**src/rtl/mul_pkg.sv**
```systemverilog
package mul_pkg;

  typedef enum logic [1:0] {
    MUL_UU   = 2'd0,
    MUL_SS   = 2'd1,
    MUL_SU   = 2'd2,
    MUL_FRAC = 2'd3
  } mulMode_e;

  typedef struct packed {
    logic capture;
    logic finish;
  } mulStrobes_t;

endpackage

```
**src/rtl/mul_ctrl.sv**
```systemverilog
module mul_ctrl
  import mul_pkg::*;
(
  input  logic        clk,
  input  logic        rstN,
  input  logic        start,
  output mulStrobes_t strobes
);

  typedef enum logic {ST_IDLE = 1'b0, ST_EXEC = 1'b1} ctrlState_e;

  ctrlState_e state;
  ctrlState_e stateNext;

  always_comb begin
    stateNext       = state;
    strobes.capture = 1'b0;
    strobes.finish  = 1'b0;
    unique case (state)
      ST_IDLE: begin
        if (start) begin
          strobes.capture = 1'b1;
          stateNext       = ST_EXEC;
        end
      end
      ST_EXEC: begin
        strobes.finish = 1'b1;
        stateNext      = ST_IDLE;
      end
      default: stateNext = ST_IDLE;
    endcase
  end

  always_ff @(posedge clk or negedge rstN) begin
    if (!rstN) state <= ST_IDLE;
    else       state <= stateNext;
  end

  AST_ACCEPT_TO_FINISH: assert property (@(posedge clk) disable iff (!rstN)
    (start && state == ST_IDLE) |=> strobes.finish);

  AST_BUSY_RETURNS_IDLE: assert property (@(posedge clk) disable iff (!rstN)
    (state == ST_EXEC) |=> (state == ST_IDLE && !strobes.finish));

endmodule

```
**src/rtl/mul_datapath.sv**
```systemverilog
module mul_datapath
  import mul_pkg::*;
#(
  parameter int OP_W = 8
) (
  input  logic              clk,
  input  logic              rstN,
  input  mulStrobes_t       strobes,
  input  logic [1:0]        mode,
  input  logic [OP_W-1:0]   opA,
  input  logic [OP_W-1:0]   opB,
  output logic [2*OP_W-1:0] product,
  output logic              flagZ,
  output logic              flagC,
  output logic              flagWe,
  output logic              done
);

  localparam int EXT_W  = OP_W + 1;
  localparam int PROD_W = 2 * OP_W;
  localparam int FULL_W = 2 * EXT_W;

  mulMode_e modeSel;
  logic     signA;
  logic     signB;

  assign modeSel = mulMode_e'(mode);
  assign signA   = (modeSel == MUL_SS) || (modeSel == MUL_SU);
  assign signB   = (modeSel == MUL_SS);

  // stage 1: operands extended by one bit according to the mode
  logic signed [EXT_W-1:0] aQ;
  logic signed [EXT_W-1:0] bQ;
  logic                    fracQ;

  always_ff @(posedge clk or negedge rstN) begin
    if (!rstN) begin
      aQ    <= '0;
      bQ    <= '0;
      fracQ <= 1'b0;
    end else if (strobes.capture) begin
      aQ    <= {signA & opA[OP_W-1], opA};
      bQ    <= {signB & opB[OP_W-1], opB};
      fracQ <= (modeSel == MUL_FRAC);
    end
  end

  // stage 2: one signed multiplier serves every mode
  logic signed [FULL_W-1:0] rawFull;
  logic [PROD_W-1:0]        raw;
  logic [PROD_W-1:0]        shaped;

  assign rawFull = aQ * bQ;
  assign raw     = rawFull[PROD_W-1:0];
  assign shaped  = fracQ ? {raw[PROD_W-2:0], 1'b0} : raw;

  always_ff @(posedge clk or negedge rstN) begin
    if (!rstN) begin
      product <= '0;
      flagZ   <= 1'b0;
      flagC   <= 1'b0;
      flagWe  <= 1'b0;
      done    <= 1'b0;
    end else begin
      done   <= strobes.finish;
      flagWe <= strobes.finish;
      if (strobes.finish) begin
        product <= shaped;
        flagC   <= raw[PROD_W-1];
        flagZ   <= (shaped == '0);
      end
    end
  end

  AST_DONE_PULSE: assert property (@(posedge clk) disable iff (!rstN)
    done |=> !done);

  AST_RESULT_HELD: assert property (@(posedge clk) disable iff (!rstN)
    !strobes.finish |=> ($stable(product) && $stable(flagZ) && $stable(flagC)));

  AST_FRAC_LSB_CLEAR: assert property (@(posedge clk) disable iff (!rstN)
    (strobes.finish && fracQ) |=> (product[0] == 1'b0));

  AST_ZERO_OPERAND: assert property (@(posedge clk) disable iff (!rstN)
    (strobes.finish && (aQ == '0 || bQ == '0)) |=> (flagZ && !flagC && product == '0));

  AST_WE_WITH_DONE: assert property (@(posedge clk) disable iff (!rstN)
    $rose(done) |-> $rose(flagWe));

endmodule

```
**src/rtl/mul_unit.sv**
```systemverilog
module mul_unit
  import mul_pkg::*;
#(
  parameter int OP_W = 8
) (
  input  logic              clk,
  input  logic              rstN,
  input  logic              start,
  input  logic [1:0]        mode,
  input  logic [OP_W-1:0]   opA,
  input  logic [OP_W-1:0]   opB,
  output logic [2*OP_W-1:0] product,
  output logic              flagZ,
  output logic              flagC,
  output logic              flagWe,
  output logic              done
);

  mulStrobes_t strobes;

  mul_ctrl u_ctrl (
    .clk     (clk),
    .rstN    (rstN),
    .start   (start),
    .strobes (strobes)
  );

  mul_datapath #(.OP_W(OP_W)) u_dp (
    .clk     (clk),
    .rstN    (rstN),
    .strobes (strobes),
    .mode    (mode),
    .opA     (opA),
    .opB     (opB),
    .product (product),
    .flagZ   (flagZ),
    .flagC   (flagC),
    .flagWe  (flagWe),
    .done    (done)
  );

endmodule

```
**config.mk**
```make
export PLATFORM = sky130hd
export DESIGN_NAME = mul_unit
export DESIGN_NICKNAME = d
export VERILOG_FILES = /design/src/rtl/mul_pkg.sv /design/src/rtl/mul_ctrl.sv /design/src/rtl/mul_datapath.sv /design/src/rtl/mul_unit.sv
export SDC_FILE = /design/constraint.sdc
export NUM_CORES = 1
export LEC_CHECK = 0
export BUFFER_PORTS_ARGS = -buffer_cell sky130_fd_sc_hd__buf_2
export CORE_AREA = 10 10 124 126
export DETAILED_ROUTE_END_ITERATION = 12
export DIE_AREA = 0 0 134 136
export SKIP_CTS_REPAIR_TIMING = 1
export SLEW_MARGIN = 30
export SYNTH_ARGS = -nofsm -noshare
export SYNTH_HDL_FRONTEND = slang
export SYNTH_HIERARCHICAL = 1
export SYNTH_SLANG_ARGS = --single-unit
```
**constraint.sdc**
```tcl
create_clock -name clk -period 5.95 [get_ports clk]
set_input_delay 0.595 -clock clk [delete_from_list [all_inputs] [get_ports clk]]
set_output_delay 0.595 -clock clk [all_outputs]
set_load 0.1 [all_outputs]
```
==> impl_metrics.tcl <==
set metrics [dict create \
    final_net_count 593 \
    cp_slowest_cell "sky130_fd_sc_hd__dfrtp_1" \
    fp.coreArea_um2 12980 \
    worst_slew_margin_rel_pct 54.05 \
    min_cycle_time_layout_ns 5.276 \
    r2r.worst_path.cells 15 \
    route.detailed.drc 0 \
    final_common_cell "sky130_fd_sc_hd__inv_1" \
    critical-path-max-stage-delay_ns 0.62 \
    path_buf_inv 1 \
    mappedNetlistNets 573 \
    reg2reg_to "u_dp/flagZ" \
    grt_first_pass_wirelength_mm 16.01 \
    most_common_flop_cell_mapped_by_yosys "sky130_fd_sc_hd__dfrtp_1" \
    rsz0062_at_grt "false" \
    floorplan.io_pins 41 \
    grt_pass1_vias 3211 \
    post_synthesis_sequential_area_ratio_pct 22.17 \
    crit_path_cell_trace "nand2_1 > fa_1 > inv_1 > fa_1 > fa_1 > fa_1 > fa_1 > ha_1 > a21oi_1 > and2b_1 > nor3_1 > o21ai_1 > xnor2_1 > or4_1 > o22ai_1" \
    share_of_final_layout_standard_cells_stronger_than_drive_strength_1_pct 15.16 \
    die_height_um 136 \
    cp.required_ns 6.15 \
    synth_edf_count 0 \
    avgSynthCellArea_um2 9.698 \
    initial_utilization_pct 33.92 \
    clkLatencyLatePin_ns 0.28 \
    htreeDepth 2 \
    cpMostUsedCell "sky130_fd_sc_hd__fa_1" \
    drtIter0Drc 140 \
    cts.root.buffer_cell "sky130_fd_sc_hd__clkbuf_16" \
    timing.critical_path.arrival_ns 5.48 \
    dp_hpwl_mm 7.504 \
    min_period_over_period_pct 88.67 \
    fmax_ghz 0.1896 \
    startpoint_type "flip-flop" \
    count_of_maximum_capacitance_violations 0 \
    outcome "complete, no violations" \
    antenna_left 0 \
    path_delay_family "adder cells" \
    finalHoldViolCount 0 \
    post_synth_instance_area_um2 4403 \
    slew_violations 0 \
    synthDistinctLibCells 39 \
    drt-pass1-iter-count 4 \
    grt_remaining_overflow 0 \
    hold_path_class "in -> async" \
    cts.sink_count 39 \
    clock_tree_from_tritoncts "done" \
    ctsLongestPathBuffers 2 \
    routedWlPerCell_um 14.28 \
    setup.worst_path.class "reg -> reg" \
    antenna_found_initial 0 \
    critPathMaxFanout 11 \
    diodes 0 \
    dr_total_vias 3010 \
    fin_util_pct 37.40 \
    largest_net_degree_at_the_start_of_global_routing 40 \
    syn-instance-count 454 \
    portBuffers 40 \
    fin_worst_skew_ns 0.004253 \
    synthesis.yosys.warnings 6 \
    placer_congestion_estimate 0.8459 \
    clk_transition_reported_paths_ns 0.05 \
    area_growth_pct 10.26 \
    layout.cells.non_filler 651 \
    fin_worst_hold_slack_ns 0.2889 \
    worst-slew-pin-transition_ns 0.6892 \
    placed_cells_incl_taps 643 \
    timing.rr.start "u_dp/bQ[0]" \
    routed_via_density 4.624 \
    yosys_register_bits 39 \
    endpoint_kind "flip-flop" \
    track_usage_pct 10.82 \
    row_count 42 \
    die_area_um2 18220 \
    tns_ns 0 \
    worst-path-stages 15 \
    setup_viol_count_final 0 \
    layout_common_cells "sky130_fd_sc_hd__inv_1 (80), sky130_fd_sc_hd__fa_1 (63), sky130_fd_sc_hd__nand2_1 (49)" \
    die_width_um 134 \
    number_of_buffers_created_by_cts 5 \
    synthArstFlopShare_pct 100.0 \
    ff2ff_setup_slack_ns 0.67 \
    postRouteWirelength_mm 9.294 \
]
==> area by class of cell <==
type	count	area (µm²)
Clock buffer	7	132.6
Clock inverter	1	5.005
Fill cell	1339	8125
Inverter	80	300.3
Multi-Input combinational cell	307	3010
Sequential cell	39	975.9
Tap cell	176	220.2
Timing Repair Buffer	41	210.2
==> worst max-delay path by stage <==
stage                 endpoint  slack, ns       start
floorplan           u_dp/flagZ       0.99  u_dp/aQ[5]
global placement    u_dp/flagZ       0.85  u_dp/bQ[0]
detailed placement  u_dp/flagZ       0.72  u_dp/bQ[0]
CTS                 u_dp/flagZ       0.69  u_dp/bQ[0]
global route        u_dp/flagZ       0.47  u_dp/bQ[0]
finish              u_dp/flagZ       0.67  u_dp/bQ[0]
==> state kept, by name, indices dropped and copies added (netlist names) <==
signal        count
u_ctrl/state      1
u_dp/aQ           9
u_dp/bQ           9
u_dp/done         1
u_dp/flagC        1
u_dp/flagZ        1
u_dp/fracQ        1
u_dp/product     16
==> per-layer routing <==
metal  vias up  share of wire [%]  GRT usage, %
met5         -                  0             0
met2        35                 53         19.16
met3         8                3.7         2.214
li1       1436                  -             -
met1      1531                 42         12.85
met4         0                1.5         3.507
==> logic make-up (layout without fill, tap and decap cells) <==
kind of cell,after synthesis,after routing,share of synthesized area [%]
AND/OR/NAND/NOR,125,125,13.92
buffers and inverters,108,129,9.463
adder cells (fa/ha/maj),98,98,38.59
flip-flops,39,39,22.17
AO/OA/AOI/OAI,38,38,5.229
multiplexers,27,27,6.678
XOR/XNOR,19,19,3.950
==> stage by stage <==
stage / cell area (µm²) / setup slack, ns
after floorplan: 4403 / 0.9933
after global placement: 4715 / 0.8550
after detailed placement: 4715 / 0.7152
after CTS: 4852 / 0.6892
after global routing: 4855 / 0.4714
final: 4855 / 0.6744
==> Yosys cell counts (3+ instances only) <==
library cell,number,area [µm²]
sky130_fd_sc_hd__mux2i_1,8,80.08
sky130_fd_sc_hd__nand3_1,6,30.03
sky130_fd_sc_hd__nor2_1,22,82.58
sky130_fd_sc_hd__ha_1,35,437.9
sky130_fd_sc_hd__buf_4,3,22.52
sky130_fd_sc_hd__nor3_1,4,20.02
sky130_fd_sc_hd__and2_1,31,193.9
sky130_fd_sc_hd__dfrtp_1,39,975.9
sky130_fd_sc_hd__xnor2_1,13,113.9
sky130_fd_sc_hd__xor2_1,5,43.79
sky130_fd_sc_hd__clkbuf_1,23,86.33
sky130_fd_sc_hd__a21oi_1,17,85.08
sky130_fd_sc_hd__nand2_1,49,183.9
sky130_fd_sc_hd__fa_1,63,1261
sky130_fd_sc_hd__o21ai_0,9,45.04
sky130_fd_sc_hd__inv_1,80,300.3
sky130_fd_sc_hd__mux2_2,19,214.0
Power is left out: the tool's default activity adds up to more than one toggle a clock period on the data nets, which glitch-free logic cannot reach.
